==> src/rtl/serial_rx_pkg.sv <==
// Shared types and helpers for the serial receiver.
// Assumes one queue entry holds 8 data bits, the ninth bit and a framing flag.
package serial_rx_pkg;

    typedef struct packed {
        logic       ferr;
        logic       bit9;
        logic [7:0] data;
    } rx_entry_t;

    typedef enum logic [1:0] {
        ST_IDLE  = 2'd0,
        ST_START = 2'd1,
        ST_DATA  = 2'd2,
        ST_STOP  = 2'd3
    } rx_state_t;

    // Two-of-three majority of the centre samples.
    function automatic logic vote3(input logic a, input logic b, input logic c);
        return (a & b) | (a & c) | (b & c);
    endfunction

endpackage

==> src/rtl/serial_rx_sync.sv <==
// Multi-stage synchronizer for the asynchronous line.
// Assumes the line idles high; every stage resets to 1 so that reset never
// looks like a start bit.
module serial_rx_sync #(
    parameter int STAGES = 2
) (
    input  logic clk,
    input  logic rst_n,
    input  logic async_in,
    output logic sync_out
);
    logic [STAGES-1:0] chain;

    // Shift the raw line through the flop chain.
    always_ff @(posedge clk) begin
        if (!rst_n) chain <= '1;
        else        chain <= {chain[STAGES-2:0], async_in};
    end

    assign sync_out = chain[STAGES-1];
endmodule

==> src/rtl/serial_rx_framer.sv <==
// Frame assembler: detects and confirms the start bit, votes each bit at
// its centre, shifts in LSB first and emits a one-cycle frame pulse at the
// centre of the stop bit.
// Assumes OSR is a power of two and at least 4, and that frame_nine is
// stable while a frame is in flight.
module serial_rx_framer
    import serial_rx_pkg::*;
#(
    parameter int OSR = 16
) (
    input  logic      clk,
    input  logic      rst_n,
    input  logic      rx_en,
    input  logic      tick,
    input  logic      line_s,
    input  logic      frame_nine,
    output logic      frm_valid,
    output rx_entry_t frm_entry
);
    localparam int CNT_W = $clog2(OSR);
    localparam logic [CNT_W-1:0] SMP_PRE  = CNT_W'(OSR / 2 - 1);
    localparam logic [CNT_W-1:0] SMP_MID  = CNT_W'(OSR / 2);
    localparam logic [CNT_W-1:0] SMP_POST = CNT_W'(OSR / 2 + 1);
    localparam logic [CNT_W-1:0] SMP_LAST = CNT_W'(OSR - 1);

    rx_state_t        state;
    logic [CNT_W-1:0] smp_cnt;
    logic [3:0]       bit_idx;
    logic [8:0]       shreg;
    logic             s_pre;
    logic             s_mid;
    logic             voted;
    logic             last_bit;

    assign voted    = vote3(s_pre, s_mid, line_s);
    assign last_bit = frame_nine ? (bit_idx == 4'd8) : (bit_idx == 4'd7);

    // Capture the two early centre samples for the vote.
    always_ff @(posedge clk) begin
        if (!rst_n) begin
            s_pre <= 1'b1;
            s_mid <= 1'b1;
        end else if (tick) begin
            if (smp_cnt == SMP_PRE) s_pre <= line_s;
            if (smp_cnt == SMP_MID) s_mid <= line_s;
        end
    end

    // Frame state machine with its sample counter and shift register.
    always_ff @(posedge clk) begin
        if (!rst_n) begin
            state     <= ST_IDLE;
            smp_cnt   <= '0;
            bit_idx   <= '0;
            shreg     <= '0;
            frm_valid <= 1'b0;
            frm_entry <= '0;
        end else begin
            frm_valid <= 1'b0;
            if (!rx_en) begin
                state   <= ST_IDLE;
                smp_cnt <= '0;
                bit_idx <= '0;
            end else if (tick) begin
                smp_cnt <= smp_cnt + 1'b1;
                case (state)
                    ST_IDLE: begin
                        if (!line_s) begin
                            state   <= ST_START;
                            smp_cnt <= CNT_W'(1);
                        end else begin
                            smp_cnt <= '0;
                        end
                    end
                    ST_START: begin
                        if (smp_cnt == SMP_MID && line_s) begin
                            state   <= ST_IDLE;
                            smp_cnt <= '0;
                        end else if (smp_cnt == SMP_LAST) begin
                            state   <= ST_DATA;
                            bit_idx <= '0;
                        end
                    end
                    ST_DATA: begin
                        if (smp_cnt == SMP_POST) shreg <= {voted, shreg[8:1]};
                        if (smp_cnt == SMP_LAST) begin
                            if (last_bit) state <= ST_STOP;
                            else          bit_idx <= bit_idx + 1'b1;
                        end
                    end
                    ST_STOP: begin
                        if (smp_cnt == SMP_POST) begin
                            frm_valid      <= 1'b1;
                            frm_entry.ferr <= ~voted;
                            frm_entry.data <= frame_nine ? shreg[7:0] : shreg[8:1];
                            frm_entry.bit9 <= frame_nine ? shreg[8] : 1'b0;
                            state          <= ST_IDLE;
                            smp_cnt        <= '0;
                        end
                    end
                    default: state <= ST_IDLE;
                endcase
            end
        end
    end
endmodule

==> src/rtl/serial_rx_fifo.sv <==
// Small circular receive queue. The head entry is read straight from the
// storage flops. A pop on an empty queue is ignored. A push when the queue is
// full is taken only if a pop happens in the same cycle.
// Assumes DEPTH is a power of two.
module serial_rx_fifo
    import serial_rx_pkg::*;
#(
    parameter int DEPTH = 2,
    parameter int PTR_W = (DEPTH > 1) ? $clog2(DEPTH) : 1,
    parameter int CNT_W = $clog2(DEPTH + 1)
) (
    input  logic             clk,
    input  logic             rst_n,
    input  logic             push,
    input  rx_entry_t        push_entry,
    input  logic             pop,
    output rx_entry_t        head,
    output logic [CNT_W-1:0] fill
);
    localparam logic [CNT_W-1:0] FULL_LVL = CNT_W'(DEPTH);
    localparam logic [PTR_W-1:0] PTR_TOP  = PTR_W'(DEPTH - 1);

    rx_entry_t        mem [DEPTH];
    logic [PTR_W-1:0] wr_ptr;
    logic [PTR_W-1:0] rd_ptr;
    logic             do_pop;
    logic             do_push;

    assign do_pop  = pop && (fill != '0);
    assign do_push = push && ((fill != FULL_LVL) || do_pop);
    assign head    = mem[rd_ptr];

    // One storage slot per entry, written when the write pointer selects it.
    for (genvar g = 0; g < DEPTH; g++) begin : g_slot
        always_ff @(posedge clk) begin
            if (!rst_n)                                    mem[g] <= '0;
            else if (do_push && wr_ptr == PTR_W'(g))       mem[g] <= push_entry;
        end
    end

    // Pointer and occupancy bookkeeping.
    always_ff @(posedge clk) begin
        if (!rst_n) begin
            wr_ptr <= '0;
            rd_ptr <= '0;
            fill   <= '0;
        end else begin
            if (do_push) wr_ptr <= (wr_ptr == PTR_TOP) ? '0 : wr_ptr + 1'b1;
            if (do_pop)  rd_ptr <= (rd_ptr == PTR_TOP) ? '0 : rd_ptr + 1'b1;
            case ({do_push, do_pop})
                2'b10:   fill <= fill + 1'b1;
                2'b01:   fill <= fill - 1'b1;
                default: fill <= fill;
            endcase
        end
    end
endmodule

==> src/rtl/serial_rx_engine.sv <==
// Top of the serial receiver: synchronizer, framer and queue, plus the
// acceptance logic that sets the sticky overrun flag. While overrun is set,
// every frame is dropped. Overrun clears while rx_en is low.
// Assumes tick_16x is a single-cycle pulse at OSR times the bit rate.
module serial_rx_engine
    import serial_rx_pkg::*;
#(
    parameter int OSR         = 16,
    parameter int SYNC_STAGES = 2,
    parameter int DEPTH       = 2
) (
    input  logic       clk,
    input  logic       rst_n,
    input  logic       rx_line,
    input  logic       tick_16x,
    input  logic       rx_en,
    input  logic       frame_nine,
    input  logic       rd_pop,
    input  logic       irq_en,
    output logic [7:0] rd_data,
    output logic       rd_bit9,
    output logic       rd_ferr,
    output logic       data_avail,
    output logic       irq,
    output logic       overrun
);
    localparam int CNT_W = $clog2(DEPTH + 1);
    localparam logic [CNT_W-1:0] FULL_LVL = CNT_W'(DEPTH);

    logic             line_s;
    logic             frm_valid;
    rx_entry_t        frm_entry;
    rx_entry_t        head;
    logic [CNT_W-1:0] fifo_fill;
    logic             room;
    logic             fifo_push;

    serial_rx_sync #(.STAGES(SYNC_STAGES)) u_sync (
        .clk      (clk),
        .rst_n    (rst_n),
        .async_in (rx_line),
        .sync_out (line_s)
    );

    serial_rx_framer #(.OSR(OSR)) u_framer (
        .clk        (clk),
        .rst_n      (rst_n),
        .rx_en      (rx_en),
        .tick       (tick_16x),
        .line_s     (line_s),
        .frame_nine (frame_nine),
        .frm_valid  (frm_valid),
        .frm_entry  (frm_entry)
    );

    assign room      = (fifo_fill != FULL_LVL) || (rd_pop && fifo_fill != '0);
    assign fifo_push = frm_valid && rx_en && !overrun && room;

    serial_rx_fifo #(.DEPTH(DEPTH)) u_fifo (
        .clk        (clk),
        .rst_n      (rst_n),
        .push       (fifo_push),
        .push_entry (frm_entry),
        .pop        (rd_pop),
        .head       (head),
        .fill       (fifo_fill)
    );

    // Sticky overrun: set by a frame that finds no room, cleared while disabled.
    always_ff @(posedge clk) begin
        if (!rst_n)                                overrun <= 1'b0;
        else if (!rx_en)                           overrun <= 1'b0;
        else if (frm_valid && !overrun && !room)   overrun <= 1'b1;
    end

    assign rd_data    = head.data;
    assign rd_bit9    = head.bit9;
    assign rd_ferr    = head.ferr;
    assign data_avail = (fifo_fill != '0);
    assign irq        = data_avail & irq_en;
endmodule

==> config.mk <==
export PLATFORM = sky130hd
export DESIGN_NAME = serial_rx_engine
export DESIGN_NICKNAME = d
export VERILOG_FILES = /design/src/rtl/serial_rx_pkg.sv /design/src/rtl/serial_rx_sync.sv /design/src/rtl/serial_rx_framer.sv /design/src/rtl/serial_rx_fifo.sv /design/src/rtl/serial_rx_engine.sv
export SDC_FILE = /design/constraint.sdc
export NUM_CORES = 1
export LEC_CHECK = 0
export BUFFER_PORTS_ARGS = -buffer_cell sky130_fd_sc_hd__buf_2
export CAP_MARGIN = 40
export CORE_MARGIN = 4
export CORE_UTILIZATION = 35
export DETAILED_ROUTE_END_ITERATION = 16
export GPL_TIMING_DRIVEN = 0
export PLACE_DENSITY = 0.54
export SYNTH_ARGS = -nofsm -noshare
export SYNTH_HDL_FRONTEND = slang
export SYNTH_SLANG_ARGS = --single-unit
export TNS_END_PERCENT = 5
==> constraint.sdc <==
create_clock -name clk -period 3 [get_ports clk]
set_clock_uncertainty 0.05 [all_clocks]
set_input_delay 0.6 -clock clk [delete_from_list [all_inputs] [get_ports clk]]
set_output_delay 0.6 -clock clk [all_outputs]
set_load 0.005 [all_outputs]
Yosys cells after proc, flatten, opt, wreduce, memory -nomap -nowiden:

Memory sizes are Yosys's and may differ from the RTL's. A register that Yosys moved wholly into a read port is not among the register bits.
Cells that the tools add are included.
W data, S select, Z words.

* word-level logic and storage cells: 111
* bits in registers: 39
* memories kept: 1
* RAM bits: 20
* bits of input ports: 8

Memories
* u_fifo.mem: depth 2, bits a word 10, read ports 1, clocked after memory_dff 1, wr ports 2, line serial_rx_fifo.sv:23 `rx_entry_t mem [DEPTH];`

* mux-type cells: 34
* reduce and logical (&&, ||, !) cells: 25
* add/sub/neg operators: 6
* eq/ne operators: 20
* bitwise operators: 10

Operators by type and width (count)
* $mux W4: 6
* $mux W10: 2
* $eq A4 B4 Y1 const B: 4
* $mux W1: 15
* $mux W2: 6
* $pmux W4 S3: 1
* $reduce_and A4 Y1: 3
* $reduce_and A6 Y1: 2
* $logic_and A1 B1 Y1: 10
* $add A4 B1 Y4 const B: 2
* $eq A4 B3 Y1 const B: 2
* $mux W8: 1
* $ne A2 B1 Y1 const B: 4
* $ne A2 B2 Y1 const B: 4
* $pmux W2 S4: 1
* $pmux W4 S2: 1
* $eq A2 B2 Y1 const B: 3
* $reduce_and A2 Y1: 3
* $reduce_bool A2 Y1: 3
* $and A1 B1 Y1: 4
* $eq A2 B1 Y1 const B: 2
* $or A1 B1 Y1: 4
* $pmux W2 S2: 1
* $ne A3 B1 Y1 const B: 1
* other kinds (7): 10

Logic depth before layout (Yosys ltp):

* word-level depth: 10
* mapped depth: 7
* gate-level depth less buffers: 7

By module:

A second synthesis with hierarchy kept.

* cell total of the unflattened synthesis: 256
* area total of the unflattened synthesis: 2830.2 um2

By module, submodules not included
* serial_rx_framer: cells each 166, area each 1604.0 um2, sequential area each 640.6 um2, instances 1
* serial_rx_fifo: cells each 78, area each 1098.6 um2, sequential area each 700.7 um2, instances 1
* serial_rx_engine: cells each 8, area each 75.1 um2, sequential area each 20.0 um2, instances 1
* serial_rx_sync: cells each 4, area each 52.6 um2, sequential area each 40.0 um2, instances 1

Worst setup path after synthesis:

No wires, ideal clock.

* path type: in2reg
* start point: input rd_pop
* end point: memory u_fifo.mem[0][0] (netlist bit) (enable)
* path buffers: 0
* arrival: 1884 ps
* data required time: 2559 ps
* slack: 675 ps
* cell stages on the path: 4
* cells stage by stage: nor3b_1 > nor3_1 > inv_1 > o21ai_0

RTL lines
* from (decl): line serial_rx_engine.sv:18 `input logic rd_pop,`
* to (decl): line serial_rx_fifo.sv:23

==> metrics.yaml <==
global_routing:
  grt-ovfl-total: 0
  grt_max_degree: 12
  grt_pass1_wl_um: 9070
  grt_pass1_vias: 1887
  grt_usage_pct: 11.8
  antenna_found_initial: 0
drt:
  drt_iter0_markers: 51
  wire_per_inst_um: 13.2
  drt-total-wl_um: 5260
  ant_nets: 0
  drc: 0
  first_pass_iters: 4
  vias: 1928
  vias_per_cell: 4.84
floorplan:
  fp.dieW_um: 97.7
  chipHeight_um: 97.7
  fp.coreArea_um2: 7770
  design.die.area_um2: 9540
  io_pins: 21
  core.rowCount: 32
  initial_core_util_pct: 36.2
clocking:
  htreeDepth: 3
  clock_latency_ps: 340
  hold_buffers: 0
  root_buffer: "clkbuf_8"
  clockBufferDepth: 2
  cts_resized: 0
  cts_buffers: 9
  postCtsSetupRepairBufs: 0
  clkTransAtPathRegs_ps: 70
  clock-sinks: 60
  cts_tree: "done"
timing:
  drv_slew: 0
  hold_viol_final: 0
  maxSlewHeadroom_pct: 63.2
  fin_crit_ps: 2260
  setup_viol: 0
  grt_setup_unrepaired: "false"
  fin_setup_tns_ps: 0
  clock.fmax_mhz: 443
  worstMarginPinSlew_ps: 547
  hold_slack_ps: 358
  timing.final.crit_share_pct: 75.3
  fin_ws_ps: 742
synth:
  synth_top_family_by_area: "simple AND/OR/NAND/NOR gates"
  synth_simple_gate_area_share_pct: 19.7
  seq_area_frac_synth_pct: 49.8
  synth_edf_count: 20
  async_flop_share_pct: 0
  yosysWarnings: 0
  yosysTopAreaCell: "dfxtp_1"
  synthTopCellsByCount: "dfxtp_1, and2_1, nand2_1, edfxtp_1, mux2i_1"
  synth_top_area_share_pct: 28.4
  synth_adder_area_share_pct: 4.80
  syn_avg_cell_area_um2: 10.8
  synth_mux_area_share_pct: 10.8
  synthCells: 260
  synth_most_common_cell: "dfxtp_1"
  synth-xor-area-share_pct: 1.87
  synth_top_flop_cell: "dfxtp_1"
  ys_ff_latch: 60
  netlist-cell-type-count: 43
  synth_compound_area_share_pct: 9.96
  synth_fp_nets: 278
  synth_area_leaders: "dfxtp_1, edfxtp_1, mux2i_1"
  mappedNetlistArea_um2: 2820
critical_path:
  cp.arrival_ps: 1610
  cp.required_ps: 2350
  slowest_delay_ps: 430
  path_class: "reg2out"
  endpoint_kind: "output pin"
  slowest_stage: "clkbuf_1"
  crit_path_max_fanout: 10
  cp-start-kind: "register"
  path_cells: "clkbuf_1 > mux2_2 > buf_2"
layout:
  diodes: 0
  finalInstanceArea_um2: 3210
  fillers: 777
  syn2layout_area_growth_pct: 14.1
  drive_above_1_share_pct: 19.3
  finalNetCount: 309
  postLayoutCoreUtil_pct: 41.4
power_and_ir_drop:
  peakVddDrop_mv: 0.187
  p_int_uw: 1170
  pwr-share-comb_pct: 3.9
  power.share.clock_pct: 40.6
  p_leak_uw: 0.00139
  switching_share_pct: 24.1
  p_seq_share_pct: 55.5
  power.switching_uw: 372
  power_per_cell_area_nw_per_um2: 481
placement:
  place_area_um2: 3050
  port_buffers: 19
  gp_congestion: 0.770
  preCtsSetupSlack_ps: 648
  dp_hpwl_um: 3640
worst_hold_path:
  hp-class: "reg2reg"
run_status:
  outcome: "completed"
job:
  cap_violations: 0
metrics by stage:
step           cells  power [uW]
6_report         398        1540
5_1_grt          398        1600
4_1_cts          398        1570
3_5_place_dp     382         937
3_3_place_gp     381         935
2_1_floorplan    260         911
logic make-up after synthesis:
kind of cell    count (synthesis)
xor+xnor                        6
flops                          60
compound gates                 34
fa+ha+maj                      11
mux                            29
simple gates                   98
buf+inv                        22
cell type report:
cell class | count | area [um^2] | area share [%]
flip-flops and latches | 60 | 1400 | 43.6
multi-input cells | 178 | 1330 | 41.3
well taps | 102 | 128 | 3.97
clock buffers | 9 | 124 | 3.86
repair buffers | 20 | 103 | 3.19
plain buffers | 13 | 53.8 | 1.67
clock inverters | 7 | 43.8 | 1.36
inverters | 9 | 33.8 | 1.05
registers in the layout (all words and copies together), names as in the netlist, named ones only:
signal	count
u_framer.shreg	9
u_framer.state	1
u_framer.frm_valid	1
u_fifo.wr_ptr	1
u_fifo.fill	2
u_sync.chain	2
u_framer.smp_cnt	4
u_framer.s_pre	1
u_framer.s_mid	1
u_framer.bit_idx	4
u_fifo.rd_ptr	1
overrun	1
u_fifo.mem	20
u_framer.frm_entry	10
worst paths after layout:
path | end | slack, ps | cells after the start | startpoint
min reg2reg | u_sync.chain[1] | 360 | 1 | u_sync.chain[0]
max reg2reg | u_fifo.fill[1] | 950 | 6 | u_fifo.fill[0]
min | u_sync.chain[1] | 360 | 1 | u_sync.chain[0]
max | rd_data[7] | 740 | 3 | register
power by group through the flow:
stage               clock [uW]  combinational [uW]  sequential [uW]
floorplan                    0                36.6              874
global placement             0                59.4              876
detailed placement           0                60.6              876
CTS                        652                61.2              857
global route               676                66.9              859
finish                     627                59.5              857
cells in the final DEF (no fill, tap or decap), drive strengths merged, types with 4 or more instances in the layout:
master	count
dfxtp	40
and2	27
nand2	26
buf	24
edfxtp	20
mux2i	19
clkbuf	18
nor2b	11
mux2	10
o211a	10
ha	10
inv	9
o21ai	6
nor2	5
clkinv	5
or2	4
nor3	4
nand3	4
routing by layer:
metal  track usage (%)  part of all wire [%]
met1              14.4                    47
met4              6.28                   1.7
met2              18.8                    46
met3              3.52                   5.0
met5                 0                     0
critical path, delay by kind of cell (launching register included):
kind,cells,cell delay [ps]
flip-flops,1,310
buffers and inverters,2,560
multiplexers,1,400
Power figures use the tool's default switching activity.
